## config.mk

```make
export PLATFORM = sky130hd
export DESIGN_NAME = sector_guard
export DESIGN_NICKNAME = d
export VERILOG_FILES = /design/src/rtl/sg_pkg.sv /design/src/rtl/sg_unlock_seq.sv /design/src/rtl/sg_prot_reg.sv /design/src/rtl/sg_decide.sv /design/src/rtl/sector_guard.sv
export SDC_FILE = /design/constraint.sdc
export NUM_CORES = 1
export LEC_CHECK = 0
export BUFFER_PORTS_ARGS = -buffer_cell sky130_fd_sc_hd__buf_2
export CAP_MARGIN = 40
export CORE_MARGIN = 2
export CORE_UTILIZATION = 40
export CTS_CLUSTER_DIAMETER = 80
export DETAILED_ROUTE_END_ITERATION = 10
export SETUP_SLACK_MARGIN = 0.2
export SLEW_MARGIN = 10
export SYNTH_ARGS = -nofsm -noshare
export SYNTH_HDL_FRONTEND = slang
export SYNTH_SLANG_ARGS = --single-unit
```

## constraint.sdc

```tcl
create_clock -name clk -period 2.46 [get_ports clk]
set_clock_uncertainty 0.05 [all_clocks]
set_input_delay 0.492 -clock clk [delete_from_list [all_inputs] [get_ports clk]]
set_output_delay 0.492 -clock clk [all_outputs]
set_load 0.1 [all_outputs]
```

## src/rtl/sg_pkg.sv

```systemverilog
package sg_pkg;
   localparam logic [11:0] KEY1_ADDR = 12'h555;
   localparam logic [7:0]  KEY1_DATA = 8'hAA;
   localparam logic [11:0] KEY2_ADDR = 12'h2AA;
   localparam logic [7:0]  KEY2_DATA = 8'h55;
   localparam logic [7:0]  OPC_PROG   = 8'hA0;
   localparam logic [7:0]  OPC_ERASE1 = 8'h30;
   localparam logic [7:0]  OPC_ERASEG = 8'h50;
   localparam logic [7:0]  OPC_PROT   = 8'h60;

   typedef enum logic [1:0] {SEQ_IDLE, SEQ_KEY1, SEQ_KEY2} seq_t;
   typedef enum logic [2:0] {OP_NONE, OP_PROG, OP_ERASE1, OP_ERASEG, OP_PROT} op_t;
endpackage

```

## src/rtl/sg_unlock_seq.sv

```systemverilog
module sg_unlock_seq
   import sg_pkg::*;
#(
   parameter int ADDR_W = 12,
   parameter int DATA_W = 8
) (
   input  logic              clk,
   input  logic              rst_n,
   input  logic              wr_en,
   input  logic [ADDR_W-1:0] wr_addr,
   input  logic [DATA_W-1:0] wr_data,
   output op_t               cmd_op
);
   seq_t state, state_nx;
   logic key1_hit, key2_hit;

   assign key1_hit = (wr_addr == ADDR_W'(KEY1_ADDR)) && (wr_data == DATA_W'(KEY1_DATA));
   assign key2_hit = (wr_addr == ADDR_W'(KEY2_ADDR)) && (wr_data == DATA_W'(KEY2_DATA));

   always_comb begin
      state_nx = state;
      if (wr_en) begin
         case (state)
            SEQ_IDLE: state_nx = key1_hit ? SEQ_KEY1 : SEQ_IDLE;
            SEQ_KEY1: state_nx = key2_hit ? SEQ_KEY2 : SEQ_IDLE;
            default:  state_nx = SEQ_IDLE;
         endcase
      end
   end

   always_ff @(posedge clk or negedge rst_n) begin
      if (!rst_n) state <= SEQ_IDLE;
      else        state <= state_nx;
   end

   always_comb begin
      cmd_op = OP_NONE;
      if (wr_en && state == SEQ_KEY2) begin
         if      (wr_data == DATA_W'(OPC_PROG))   cmd_op = OP_PROG;
         else if (wr_data == DATA_W'(OPC_ERASE1)) cmd_op = OP_ERASE1;
         else if (wr_data == DATA_W'(OPC_ERASEG)) cmd_op = OP_ERASEG;
         else if (wr_data == DATA_W'(OPC_PROT))   cmd_op = OP_PROT;
      end
   end


   idle_stray_chk: assert property (@(posedge clk) disable iff (!rst_n)
      (state == SEQ_IDLE && wr_en && !key1_hit) |=> (state == SEQ_IDLE));

   key2_miss_chk: assert property (@(posedge clk) disable iff (!rst_n)
      (state == SEQ_KEY1 && wr_en && !key2_hit) |=> (state == SEQ_IDLE));
endmodule

```

## src/rtl/sg_prot_reg.sv

```systemverilog
module sg_prot_reg #(
   parameter int N_SECT = 8
) (
   input  logic              clk,
   input  logic              rst_n,
   input  logic              set_en,
   input  logic [N_SECT-1:0] set_mask,
   input  logic              tmp_unprot,
   output logic [N_SECT-1:0] prot_q,
   output logic [N_SECT-1:0] eff_prot
);
   always_ff @(posedge clk or negedge rst_n) begin
      if (!rst_n)      prot_q <= '0;
      else if (set_en) prot_q <= prot_q | set_mask;
   end

   for (genvar i = 0; i < N_SECT; i++) begin : g_eff
      assign eff_prot[i] = prot_q[i] & ~tmp_unprot;
   end


   prot_sticky_chk: assert property (@(posedge clk) disable iff (!rst_n)
      (prot_q & $past(prot_q)) == $past(prot_q));
endmodule

```

## src/rtl/sg_decide.sv

```systemverilog
module sg_decide
   import sg_pkg::*;
#(
   parameter int N_SECT = 8
) (
   input  logic              clk,
   input  logic              rst_n,
   input  op_t               cmd_op,
   input  logic [N_SECT-1:0] cmd_mask,
   input  logic [N_SECT-1:0] eff_prot,
   output logic              prot_set,
   output logic              gnt_q,
   output logic              erase_q,
   output logic [N_SECT-1:0] mask_q,
   output logic              rej_q,
   output logic [N_SECT-1:0] skip_q
);
   localparam int IDX_W = $clog2(N_SECT);
   localparam logic [IDX_W:0] N_CNT = (IDX_W+1)'(N_SECT);

   logic [IDX_W-1:0]  idx;
   logic              idx_ok;
   logic [N_SECT-1:0] one_hot, allow, skipped;
   logic              gnt_c, erase_c, rej_c;
   logic [N_SECT-1:0] mask_c, skip_c;

   assign idx     = cmd_mask[IDX_W-1:0];
   assign idx_ok  = {1'b0, idx} < N_CNT;
   assign one_hot = N_SECT'(1) << idx;
   assign allow   = cmd_mask & ~eff_prot;
   assign skipped = cmd_mask & eff_prot;

   always_comb begin
      gnt_c = 1'b0; erase_c = 1'b0; rej_c = 1'b0;
      mask_c = '0; skip_c = '0; prot_set = 1'b0;
      case (cmd_op)
         OP_PROG, OP_ERASE1: begin
            if (idx_ok && (one_hot & eff_prot) == '0) begin
               gnt_c   = 1'b1;
               mask_c  = one_hot;
               erase_c = (cmd_op == OP_ERASE1);
            end else begin
               rej_c = 1'b1;
            end
         end
         OP_ERASEG: begin
            skip_c = skipped;
            if (allow != '0) begin
               gnt_c = 1'b1; erase_c = 1'b1; mask_c = allow;
            end else begin
               rej_c = 1'b1;
            end
         end
         OP_PROT: prot_set = 1'b1;
         default: ;
      endcase
   end

   always_ff @(posedge clk or negedge rst_n) begin
      if (!rst_n) begin
         gnt_q <= 1'b0; erase_q <= 1'b0; mask_q <= '0;
         rej_q <= 1'b0; skip_q  <= '0;
      end else begin
         gnt_q   <= gnt_c;
         erase_q <= erase_c;
         mask_q  <= mask_c;
         rej_q   <= rej_c;
         skip_q  <= skip_q | skip_c;
      end
   end


   pulse_excl_chk: assert property (@(posedge clk) disable iff (!rst_n)
      !(gnt_q && rej_q));

   grant_nonempty_chk: assert property (@(posedge clk) disable iff (!rst_n)
      gnt_q |-> (mask_q != '0));

   skip_sticky_chk: assert property (@(posedge clk) disable iff (!rst_n)
      (skip_q & $past(skip_q)) == $past(skip_q));
endmodule

```

## src/rtl/sector_guard.sv

```systemverilog
module sector_guard
   import sg_pkg::*;
#(
   parameter int N_SECT = 8,
   parameter int ADDR_W = 12,
   parameter int DATA_W = 8
) (
   input  logic                      clk,
   input  logic                      rst_n,
   input  logic                      wr_en,
   input  logic [ADDR_W-1:0]         wr_addr,
   input  logic [DATA_W-1:0]         wr_data,
   input  logic                      tmp_unprot,
   input  logic [$clog2(N_SECT)-1:0] query_sect,
   output logic                      query_prot,
   output logic                      gnt,
   output logic                      gnt_erase,
   output logic [N_SECT-1:0]         gnt_mask,
   output logic                      rej,
   output logic [N_SECT-1:0]         skip_flags
);
   if (N_SECT < 2 || N_SECT > ADDR_W) begin : g_bad_sect
      $error("sector_guard: N_SECT must lie in 2..ADDR_W");
   end
   if (ADDR_W < 12) begin : g_bad_addr
      $error("sector_guard: ADDR_W must be at least 12");
   end
   if (DATA_W < 8) begin : g_bad_data
      $error("sector_guard: DATA_W must be at least 8");
   end

   op_t               cmd_op;
   logic              prot_set;
   logic [N_SECT-1:0] prot_q, eff_prot;

   sg_unlock_seq #(.ADDR_W(ADDR_W), .DATA_W(DATA_W)) u_seq (
      .clk(clk), .rst_n(rst_n), .wr_en(wr_en),
      .wr_addr(wr_addr), .wr_data(wr_data), .cmd_op(cmd_op));

   sg_prot_reg #(.N_SECT(N_SECT)) u_prot (
      .clk(clk), .rst_n(rst_n), .set_en(prot_set),
      .set_mask(wr_addr[N_SECT-1:0]), .tmp_unprot(tmp_unprot),
      .prot_q(prot_q), .eff_prot(eff_prot));

   sg_decide #(.N_SECT(N_SECT)) u_dec (
      .clk(clk), .rst_n(rst_n), .cmd_op(cmd_op),
      .cmd_mask(wr_addr[N_SECT-1:0]), .eff_prot(eff_prot),
      .prot_set(prot_set), .gnt_q(gnt), .erase_q(gnt_erase),
      .mask_q(gnt_mask), .rej_q(rej), .skip_q(skip_flags));

   assign query_prot = prot_q[query_sect];


   prot_block_chk: assert property (@(posedge clk) disable iff (!rst_n)
      gnt |-> ((gnt_mask & $past(eff_prot)) == '0));

   prot_only_by_cmd_chk: assert property (@(posedge clk) disable iff (!rst_n)
      (prot_q != $past(prot_q)) |-> ($past(cmd_op) == OP_PROT));
endmodule

```

* After elaboration in Yosys (flattened, before gate mapping)
Cells that the tools add are included.
** Word-level totals
- Flip-flop bits (word level) :: 29
- Output and inout port bits :: 20
- Logic and storage cells :: 68
** Operators by class
- Magnitude comparators :: 1
- Eq/ne operators :: 14
- Shifts and indexed selects :: 1
- Multiplexer cells :: 23
- Bitwise gates (word level) :: 15
- Reduce and logical (&&, ||, !) cells :: 7
** Operator list (number)
- bitwise AND 8 bit :: 3
- == test 8 x 7 -> 1 bit (second input constant) :: 3
- two-way mux 8 bit :: 3
- == test 8 bit (second input constant) :: 2
- OR 8 bit :: 2
- one-hot mux 8 bit (2 select lines) :: 1
- two-way mux 3 bit :: 5
- == test 12 x 10 -> 1 bit (second input constant) :: 1
- == test 12 x 11 -> 1 bit (second input constant) :: 1
- bitwise AND 1 bit :: 8
- == test 8 x 6 -> 1 bit (second input constant) :: 1
- zero test 8 bit :: 1
- two-way mux 1 bit :: 8
- NOT 8 bit :: 1
- nonzero test 8 bit :: 1
- << shifter 1 x 3 -> 8 bit (first input constant) :: 1
- == test 3 x 2 -> 1 bit (second input constant) :: 2
- one-hot mux 1 bit (2 select lines) :: 3
- less-than comparator 3 x 4 -> 1 bit (second input constant) :: 1
- one-hot mux 2 bit (2 select lines) :: 1
- binary-select mux 1 bit (select 3 bit) :: 1
- == test 3 x 1 -> 1 bit (second input constant) :: 1
- == test 3 bit (second input constant) :: 1
- logical AND 1 bit :: 3
- other kinds (6) :: 6

* Depth between registers and ports, before layout
Gate-level depths: netlist (run 1).
- Depth after elaboration :: 9
- Depth in mapped cells :: 5
- Depth with buffers taken out :: 4

* Hierarchy
From an unflattened synthesis (run 1), not the netlist that was laid out.
** Second synthesis, totals
- Cell total of the unflattened synthesis :: 129
- Area, all modules :: 1522.7 um2
** By module, submodules not included
- sg_decide :: times used 1, cells each 71, area an instance 880.8 um2
- sg_prot_reg :: times used 1, cells each 25, area an instance 321.6 um2
- sg_unlock_seq :: times used 1, cells each 30, area an instance 256.5 um2
- sector_guard :: times used 1, cells each 3, area an instance 63.8 um2

* Worst setup path after synthesis (run 1)
No wires, ideal clock.
- Path kind :: in2reg
- From :: in wr_data[0]
- To :: reg u_dec.mask_q[0]
- Setup time :: 0.096 ns
- Arrival :: 2.050 ns
- Slack :: 0.264 ns
- Stages :: 5
- Buffers on the path :: 1
- Path through :: or4b_4 or2_4 or3b_1 buf_6 o32ai_2
** Between the ends
- Word-level cells in the longest chain between the ends :: 9
- Elaborated cells on any way between the ends :: 14
- Those cells by class :: eq/ne: 7; mux: 6; reduce/logical: 1
** Ends and longest elaborated chain
- start: declaration :: RTL line sector_guard.sv:12 : input logic [DATA_W-1:0] wr_data,
- == test 8 x 7 -> 1 bit :: RTL line sg_unlock_seq.sv:42 : else if (wr_data == DATA_W'(OPC_PROT)) cmd_op = OP_PROT;
- two-way mux 3 bit :: RTL line sg_unlock_seq.sv:42
- two-way mux 3 bit :: RTL line sg_unlock_seq.sv:41 : else if (wr_data == DATA_W'(OPC_ERASEG)) cmd_op = OP_ERASEG;
- two-way mux 3 bit :: RTL line sg_unlock_seq.sv:40 : else if (wr_data == DATA_W'(OPC_ERASE1)) cmd_op = OP_ERASE1;
- two-way mux 3 bit * :: RTL line sg_unlock_seq.sv:39 : if (wr_data == DATA_W'(OPC_PROG)) cmd_op = OP_PROG;
- two-way mux 3 bit * :: RTL line sg_unlock_seq.sv:38 : if (wr_en && state == SEQ_KEY2) begin
- == test 3 x 1 -> 1 bit or == test 3 x 2 -> 1 bit (tied branches) :: RTL line sg_decide.sv:36 : case (cmd_op)
- OR reduction 2 bit :: RTL line sg_decide.sv:36
- one-hot mux 8 bit (2 select lines) * :: RTL line sg_decide.sv:36
- named net u_dec.mask_c[0] :: RTL line sg_decide.sv:25 : logic [N_SECT-1:0] mask_c, skip_c;
- end signal: assignment :: RTL line sg_decide.sv:66 : mask_q <= mask_c;
- end: declaration :: RTL line sg_decide.sv:14 : output logic [N_SECT-1:0] mask_q,
The timed path passes the listed nets; every way through them passes the cells marked *.
A chain may end at the register's enable or synchronous reset.

* Worst setup path in the final report (run 1)
- From :: reg u_prot.prot_q[7]
- To :: out query_prot
** Between the ends
- Word-level cells in the longest chain between the ends :: 2
** Ends and longest elaborated chain
- start: declaration :: RTL line sg_prot_reg.sv:9 : output logic [N_SECT-1:0] prot_q,
- start signal: assignment :: RTL line sg_prot_reg.sv:14 : else if (set_en) prot_q <= prot_q | set_mask;
- binary-select mux 1 bit (select 3 bit) :: RTL line sector_guard.sv:51 : assign query_prot = prot_q[query_sect];
- two-way mux 1 bit (not written as such) :: RTL line sector_guard.sv:51
- end: declaration :: RTL line sector_guard.sv:15 : output logic query_prot,
No other way between the ends. The select of a mux whose other input is x is not followed.

==> results of run 1 <==
synth_stat cells (all sizes together) (2+ instances only):
cell type | count | share of area
a21o | 10 | 0.047
a31o | 7 | 0.038
buf | 3 | 0.012
clkbuf | 4 | 0.0094
dfrtp | 29 | 0.45
inv | 10 | 0.023
mux4 | 4 | 0.056
nand2 | 6 | 0.014
nand2b | 4 | 0.016
nand3 | 2 | 0.0063
nand3b | 3 | 0.014
nand4 | 2 | 0.0078
nand4b | 2 | 0.011
nor2 | 4 | 0.011
nor2b | 5 | 0.020
nor3 | 3 | 0.0094
nor4 | 5 | 0.029
o21ai | 7 | 0.022
o32ai | 7 | 0.071
o41ai | 2 | 0.016
or3 | 4 | 0.016
or3b | 2 | 0.011
how the worst max path moves through the flow:
| stage | startpoint | endpoint | slack (ns) | cells past startpoint |
|---|---|---|---|---|
| after floorplan | wr_data[0] | u_dec.mask_q[0]$_DFF_PN0_ | 0.26 | 5 |
| after global placement | wr_data[0] | u_dec.mask_q[0]$_DFF_PN0_ | 0.02 | 5 |
| after detailed placement | wr_data[0] | u_dec.mask_q[5]$_DFF_PN0_ | -0.04 | 5 |
| after CTS | u_seq.state[0]$_DFFE_PN0P_ | u_dec.mask_q[5]$_DFF_PN0_ | 0.21 | 4 |
| after global routing | u_prot.prot_q[0]$_DFFE_PN0N_ | query_prot | 0.20 | 3 |
| final | u_prot.prot_q[7]$_DFFE_PN0N_ | query_prot | 0.24 | 3 |
cell families after synthesis:
kind of cell / share of synthesized area
compound gates: 0.2367
xor+xnor: 0.005470
buf+inv: 0.04531
flops: 0.4531
mux: 0.06953
simple gates: 0.1898
layer usage:
layer / track usage / vias to the layer above / share of wire
met5: 0 / - / 0
met4: 0.08929 / 0 / 0.022
met3: 0.04333 / 11 / 0.053
met2: 0.3379 / 46 / 0.47
met1: 0.2863 / 648 / 0.46
li1: - / 642 / -
cell type report:
| cell class | instances | share of cell area |
|---|---|---|
| inverter | 10 | 0.01879 |
| multi-input combinational | 94 | 0.4033 |
| timing repair buffer | 52 | 0.1409 |
| clock inverter | 2 | 0.005009 |
| clock buffer | 6 | 0.03632 |
| sequential | 29 | 0.3657 |
| tap | 48 | 0.03006 |
per-stage QoR:
| step | setup slack [ns] | instances |
|---|---|---|
| 4_1_cts | 0.2136 | 241 |
| 5_1_grt | 0.2022 | 241 |
| 6_report | 0.2429 | 241 |
| 3_5_place_dp | -0.03923 | 233 |
| 3_3_place_gp | 0.02391 | 232 |
| 2_1_floorplan | 0.2638 | 140 |
power by group through the flow:
stage	combinational, mW	sequential [mW]	clock (mW)
6_report	0.0935	0.477	0.380
5_1_grt	0.104	0.477	0.409
4_1_cts	0.0937	0.477	0.389
3_5_place_dp	0.0935	0.486	0
3_3_place_gp	0.0903	0.486	0
2_1_floorplan	0.0387	0.486	0
sequential cells by signal (all words and copies together) (netlist names):
register and flops:
u_dec.mask_q 8, u_dec.skip_q 8, u_prot.prot_q 8, u_seq.state 2, u_dec.erase_q 1, u_dec.gnt_q 1, u_dec.rej_q 1
timing repair:
item                                    4_1_cts  5_1_grt
endpoints found under the setup margin        1        8
gates resized for setup                       3        4
gates cloned                                  0        0
setup buffers                                 0        0
endpoints found under the hold margin         0        0
==> results.py, run 1 <==
metrics = {
    "clock_tree": {
        "cts-root-buf": "clkbuf_8",
        "cts.hold.buffers_added": 0,
        "clk_latency_ns": 0.29,
        "cts_tree": "yes",
        "clk_pin_slew_ns": 0.06,
        "htree_levels": 2,
        "cts_buffers": 5,
        "cts_sinks": 29,
        "cts_buffer_depth": 2,
    },
    "final_layout": {
        "multi_input_area_um2": 805.8,
        "n_fill_cell": 374,
        "ff_latch_area_um2": 730.7,
        "num-nets-final": 219,
        "area_growth_pct": 24.77,
        "drive_above_1_share": 0.4560,
        "num_antenna_cells": 0,
        "final_area_um2": 1998,
        "final_common_cell": "buf_2",
        "final_cell_mix": "buf_2, dfrtp_1, inv_1, a21o_1",
        "fin_util": 0.5338,
    },
    "routing": {
        "firstDrtPassIters": 4,
        "wire_per_inst_um": 17.14,
        "drt_iter0_drc": 71,
        "drc": 0,
        "detail-route-antenna-nets": 0,
        "drt-total-wl_um": 4131,
        "via_count": 1347,
        "via_per_inst": 5.589,
    },
    "power_and_ir_drop": {
        "switching_share": 0.2558,
        "seqPwrFrac": 0.502,
        "power_density_nw_per_um2": 475.6,
        "p_sw_uw": 243.1,
        "clkPwrFrac": 0.399,
        "p_leak_nw": 1.001,
        "total_power_uw": 950.3,
        "p_int_uw": 707.2,
        "ir_worst_vdd_mv": 0.3290,
        "combPwrFrac": 0.098,
    },
    "global_routing": {
        "grt_pass1_vias": 1392,
        "grt-ovfl-total": 0,
        "grtUsageTotal": 0.2140,
        "grt_max_degree": 30,
        "antenna_found_initial": 0,
        "grt_pass1_wl_um": 7100,
    },
    "flow_run": {
        "cap_violations": 0,
    },
    "setup_path": {
        "crit_chain": "mux4_2 -> mux2_2 -> buf_6",
        "worstReg2RegEnd": "u_dec.mask_q[5]$_DFF_PN0_",
        "reg2reg_depth": 4,
        "cp_slowest_cell": "mux4_2",
        "r2r_setup_slack_ns": 0.38,
        "critical_path_buf_inv_count": 1,
        "worstPathArrival_ns": 1.68,
        "crit_fanout": 6,
        "cpLargestDelayFamily": "multiplexers",
        "r2r-start": "u_seq.state[0]$_DFFE_PN0P_",
        "worstSetupStartpointType": "flip-flop",
        "required_ns": 1.92,
        "worstSetupPathType": "reg2out",
        "slowest_delay_ns": 0.47,
        "crit_path_end_kind": "output port",
    },
    "floorplan": {
        "die_h_um": 67.28,
        "core_area_um2": 3744,
        "die_w_um": 67.28,
        "ioPinCount": 47,
        "die-area_um2": 4526,
        "rows": 22,
        "start_util": 0.4278,
    },
    "synthesis": {
        "synth_top_flop_cell": "dfrtp_1",
        "synth_warnings": 0,
        "ys_seq_elements": 29,
        "synth_edf_count": 0,
        "yosysSeqAreaShare": 0.4531,
        "syn-cell-area_um2": 1602,
        "synth_cells": 140,
        "synth_cell_types": 43,
        "synth_fp_nets": 167,
        "synthArstFlopShare": 1.000,
        "syn_area_per_cell_um2": 11.44,
    },
    "timing": {
        "hold_ws_ns": 0.1757,
        "fmax_ghz": 0.4510,
        "fin_setup_tns_ns": 0,
        "report.final.hold_viol_count": 0,
        "worst_slew_pin_slew_ns": 0.6382,
        "rsz0062_at_grt": "no",
        "maxSlewViolCount": 0,
        "fin_crit_ns": 2.217,
        "slew_headroom": 0.5745,
        "finalSetupViolations": 0,
        "period_share": 0.9013,
    },
    "placed_design": {
        "dpl_cell_area_um2": 1902,
        "io_buffers": 46,
        "routabilityCongestion": 0.7757,
        "hpwl_um": 3060,
    },
    "min_path": {
        "worstHoldPathType": "in2async",
    },
    "outcome": {
        "status": "complete, no violations",
    },
}
(Power assumes the default switching activity.)
==> run 2, diff against run 1 <==
- PLACE_DENSITY: unset -> 0.75
- REMOVE_ABC_BUFFERS: unset -> 1
==> results.py, run 2 (synthesis results as in run 1) <==
metrics = {
    "setup_path": {
        "worstSetupPathType": "reg2out",
        "required_ns": 1.92,
        "crit_chain": "mux4_2 -> mux2_2 -> buf_4",
        "crit_fanout": 6,
        "cp_slowest_cell": "mux4_2",
        "cpLargestDelayFamily": "multiplexers",
        "worstSetupStartpointType": "flip-flop",
        "r2r_setup_slack_ns": 0.37,
        "worstPathArrival_ns": 1.68,
        "r2r-start": "u_seq.state[0]$_DFFE_PN0P_",
        "reg2reg_depth": 4,
        "crit_path_end_kind": "output port",
        "slowest_delay_ns": 0.46,
        "critical_path_buf_inv_count": 1,
        "worstReg2RegEnd": "u_dec.mask_q[5]$_DFF_PN0_",
    },
    "power_and_ir_drop": {
        "p_sw_uw": 212.5,
        "power_density_nw_per_um2": 472.8,
        "clkPwrFrac": 0.396,
        "switching_share": 0.2245,
        "ir_worst_vdd_mv": 0.3500,
        "combPwrFrac": 0.099,
        "total_power_uw": 946.6,
        "p_int_uw": 734.1,
        "p_leak_nw": 1.009,
        "seqPwrFrac": 0.505,
    },
    "clock_tree": {
        "cts_tree": "yes",
        "cts.hold.buffers_added": 0,
        "htree_levels": 2,
        "cts_sinks": 29,
        "clk_pin_slew_ns": 0.05,
        "postCtsSetupRepairBufs": 0,
        "cts_buffers": 5,
        "cts_buffer_depth": 2,
        "cts-root-buf": "clkbuf_8",
        "clk_latency_ns": 0.27,
        "cts.repair.resized": 1,
    },
    "routing": {
        "drt_iter0_drc": 75,
        "firstDrtPassIters": 4,
        "via_count": 1344,
        "drt-total-wl_um": 3845,
        "wire_per_inst_um": 15.95,
        "drc": 0,
        "detail-route-antenna-nets": 0,
        "via_per_inst": 5.577,
    },
    "timing": {
        "maxSlewViolCount": 0,
        "slew_headroom": 0.5845,
        "hold_ws_ns": 0.1812,
        "worst_slew_pin_slew_ns": 0.6232,
        "fin_setup_tns_ns": 0,
        "fmax_ghz": 0.4498,
        "rsz0062_at_grt": "yes",
        "period_share": 0.9036,
        "fin_crit_ns": 2.223,
        "report.final.hold_viol_count": 0,
        "finalSetupViolations": 0,
    },
    "floorplan": {
        "rows": 22,
        "die_w_um": 67.28,
        "core_area_um2": 3744,
        "ioPinCount": 47,
        "start_util": 0.4278,
        "die_h_um": 67.28,
        "die-area_um2": 4526,
    },
    "outcome": {
        "status": "complete, no violations",
    },
    "final_layout": {
        "instances_no_fill": 241,
        "final_common_cell": "buf_2",
        "num_antenna_cells": 0,
        "final_area_um2": 2002,
        "largestRegisters": "u_dec.mask_q (8), u_dec.skip_q (8), u_prot.prot_q (8)",
        "final_cell_mix": "buf_2, dfrtp_1, inv_1, a21o_1, buf_4",
        "num-nets-final": 220,
        "area_growth_pct": 25.00,
        "drive_above_1_share": 0.4404,
    },
    "placed_design": {
        "hpwl_um": 2932,
        "io_buffers": 46,
        "dpl_cell_area_um2": 1909,
        "routabilityCongestion": 0.8878,
        "dpl.cell_count": 234,
    },
    "global_routing": {
        "grtUsageTotal": 0.1906,
        "grt_pass1_vias": 1269,
        "grt-ovfl-total": 0,
        "grt_max_degree": 30,
        "antenna_found_initial": 0,
        "grt_pass1_wl_um": 6279,
    },
    "min_path": {
        "worstHoldPathType": "in2async",
    },
    "flow_run": {
        "cap_violations": 0,
    },
}
-- run 2: cell count changes in the layout (fill, tap and decap cells not counted), sizes merged --
cell    delta
clkinv     -2
buf        +1
clkbuf     +1
-- run 2: how the worst max path moves through the flow --
stage                     cells past startpoint                          from  slack (ns)                   endpoint
final                                         3  u_prot.prot_q[5]$_DFFE_PN0N_        0.24                 query_prot
after global routing                          3  u_prot.prot_q[7]$_DFFE_PN0N_        0.17                 query_prot
after CTS                                     3  u_prot.prot_q[7]$_DFFE_PN0N_        0.22                 query_prot
after detailed placement                      5                    wr_data[0]       -0.03  u_dec.mask_q[5]$_DFF_PN0_
after global placement                        5                    wr_data[0]        0.03  u_dec.mask_q[7]$_DFF_PN0_
after floorplan                               4                    wr_data[0]        0.20  u_dec.mask_q[0]$_DFF_PN0_
-- run 2: area by class of cell --
class	instances	area, um2
Sequential cell	29	726.9
Inverter	10	37.54
Clock buffer	7	86.33
Tap cell	48	60.06
Timing Repair Buffer	53	285.3
Fill cell	354	1742
Multi-Input combinational cell	94	805.8
-- run 2: metrics by stage --
step                      setup slack (ns)    util
after global placement             0.02662  0.5080
final                               0.2370  0.5348
after floorplan                     0.1970       -
after global routing                0.1746  0.5348
after CTS                           0.2189  0.5338
after detailed placement          -0.02959  0.5100
-- run 2: power by group through the flow --
stage	Sequential, mW	Clock (mW)	Combinational [mW]
3_5_place_dp	0.486	0	0.0938
3_3_place_gp	0.486	0	0.0927
5_1_grt	0.477	0.411	0.104
4_1_cts	0.478	0.390	0.0939
2_1_floorplan	0.486	0	0.0318
6_report	0.478	0.375	0.0937
-- run 2: routing by layer --
metal  track usage  share of wire  vias to the layer above  wire length (um)
li1              -              -                      643                 -
met1        0.2761           0.47                      642              1813
met2        0.2735           0.45                       55              1726
met3       0.05667          0.070                        4               270
met4       0.05867         0.0088                        0                34
met5             0              0                        -                 0
==> run 3, diff against run 2 <==
- CAP_MARGIN: 40 -> unset
- GPL_TIMING_DRIVEN: unset -> 0
==> results.py, run 3 (synthesis results as in run 1) <==
metrics = {
    "setup_path": {
        "worstSetupStartpointType": "flip-flop",
        "crit_path_end_kind": "output port",
        "reg2reg_depth": 4,
        "r2r_setup_slack_ns": 0.35,
        "r2r-start": "u_seq.state[0]$_DFFE_PN0P_",
        "crit_fanout": 6,
        "worstPathArrival_ns": 1.68,
        "worstReg2RegEnd": "u_dec.mask_q[1]$_DFF_PN0_",
        "worstSetupPathType": "reg2out",
        "required_ns": 1.92,
    },
    "floorplan": {
        "die_h_um": 67.28,
        "die_w_um": 67.28,
        "start_util": 0.4278,
        "die-area_um2": 4526,
        "core_area_um2": 3744,
        "ioPinCount": 47,
        "rows": 22,
    },
    "timing": {
        "maxSlewViolCount": 0,
        "period_share": 0.9020,
        "fmax_ghz": 0.4507,
        "report.final.hold_viol_count": 0,
        "finalSetupViolations": 0,
        "slew_headroom": 0.3626,
        "worst_slew_pin_slew_ns": 0.9526,
        "rsz0062_at_grt": "yes",
        "fin_crit_ns": 2.219,
    },
    "final_layout": {
        "fin_util": 0.5281,
        "final_cell_mix": "buf_2, dfrtp_1, inv_1, a21o_1",
        "final_common_cell": "buf_2",
        "drive_above_1_share": 0.4439,
        "area_growth_pct": 23.44,
        "num-nets-final": 213,
        "largestRegisters": "u_dec.mask_q (8), u_dec.skip_q (8), u_prot.prot_q (8)",
        "n_fill_cell": 363,
        "num_antenna_cells": 0,
    },
    "clock_tree": {
        "cts_tree": "yes",
        "clk_pin_slew_ns": 0.06,
        "clk_latency_ns": 0.29,
        "cts_sinks": 29,
        "htree_levels": 2,
        "cts_buffer_depth": 2,
        "cts-root-buf": "clkbuf_8",
        "cts_buffers": 5,
        "cts.hold.buffers_added": 0,
        "postCtsSetupRepairBufs": 0,
    },
    "power_and_ir_drop": {
        "ir_worst_vdd_mv": 0.3114,
        "p_leak_nw": 0.9809,
        "power_density_nw_per_um2": 503.6,
        "total_power_uw": 995.5,
    },
    "global_routing": {
        "grt_pass1_vias": 1212,
        "grt_pass1_wl_um": 6044,
        "grtUsageTotal": 0.1844,
        "antenna_found_initial": 0,
        "grt_max_degree": 30,
        "grt-ovfl-total": 0,
    },
    "flow_run": {
        "cap_violations": 0,
    },
    "routing": {
        "wire_per_inst_um": 15.10,
        "via_per_inst": 5.498,
        "drt_iter0_drc": 34,
        "drc": 0,
        "drt-total-wl_um": 3548,
        "via_count": 1292,
        "firstDrtPassIters": 4,
        "detail-route-antenna-nets": 0,
    },
    "min_path": {
        "worstHoldPathType": "in2async",
    },
    "placed_design": {
        "io_buffers": 46,
        "routabilityCongestion": 0.8644,
        "hpwl_um": 2640,
    },
    "outcome": {
        "status": "complete, no violations",
    },
}
[run 3: report_power, final]
group	leakage (nW)	switching [mW]	total, mW	internal (mW)
clock	0.0542	0.177	0.429	0.252
combinational	0.528	0.0559	0.0895	0.0336
sequential	0.399	0.000182	0.477	0.477
[run 3: layout make-up]
| type | instances | area, um2 | area share |
|---|---|---|---|
| Clock buffer | 7 | 96.34 | 0.04873 |
| Clock inverter | 1 | 5.005 | 0.002532 |
| Timing Repair Buffer | 46 | 236.5 | 0.1196 |
| Multi-Input combinational cell | 94 | 810.8 | 0.4101 |
| Inverter | 10 | 37.54 | 0.01899 |
| Sequential cell | 29 | 730.7 | 0.3696 |
| Tap cell | 48 | 60.06 | 0.03038 |
[run 3: critical path: stages (launching register included)]
cell and delay (ns):
dfrtp_1 0.44, mux4_2 0.48, mux2_2 0.28, buf_6 0.19
[run 3: layer usage]
| layer | global-route usage | part of all wire | routed length [um] | vias up |
|---|---|---|---|---|
| met3 | 0.07000 | 0.073 | 258 | 6 |
| met5 | 0 | 0 | 0 | - |
| met1 | 0.2463 | 0.47 | 1650 | 620 |
| met4 | 0.06888 | 0.016 | 55 | 0 |
| li1 | - | - | - | 627 |
| met2 | 0.2710 | 0.45 | 1583 | 39 |
[run 3: worst max-delay path by stage]
stage	cells past startpoint	from	endpoint
after CTS	3	u_prot.prot_q[0]$_DFFE_PN0N_	query_prot
after detailed placement	5	wr_data[0]	u_dec.mask_q[1]$_DFF_PN0_
after global placement	5	wr_data[0]	u_dec.mask_q[1]$_DFF_PN0_
final	3	u_prot.prot_q[0]$_DFFE_PN0N_	query_prot
after floorplan	4	wr_data[0]	u_dec.mask_q[0]$_DFF_PN0_
after global routing	3	u_prot.prot_q[6]$_DFFE_PN0N_	query_prot
[run 3: per-stage QoR]
| stage | hold WS (ns) | instance area, um2 | setup TNS, ns | cells | setup slack, ns |
|---|---|---|---|---|---|
| after detailed placement | 0.3977 | 1857 | -0.2616 | 227 | -0.05030 |
| final | 0.1652 | 1977 | 0 | 235 | 0.2411 |
| after CTS | 0.1884 | 1963 | 0 | 235 | 0.1994 |
| after global placement | 0.3993 | 1857 | -0.08818 | 227 | -0.02025 |
| after global routing | 0.2006 | 1977 | 0 | 235 | 0.1921 |
| after floorplan | 0.1464 | 1567 | 0 | 133 | 0.1970 |
[run 3: what timing repair did]
action	CTS	global route
endpoints found under the setup margin	2	8
resized for setup	2	6
cloned	0	0
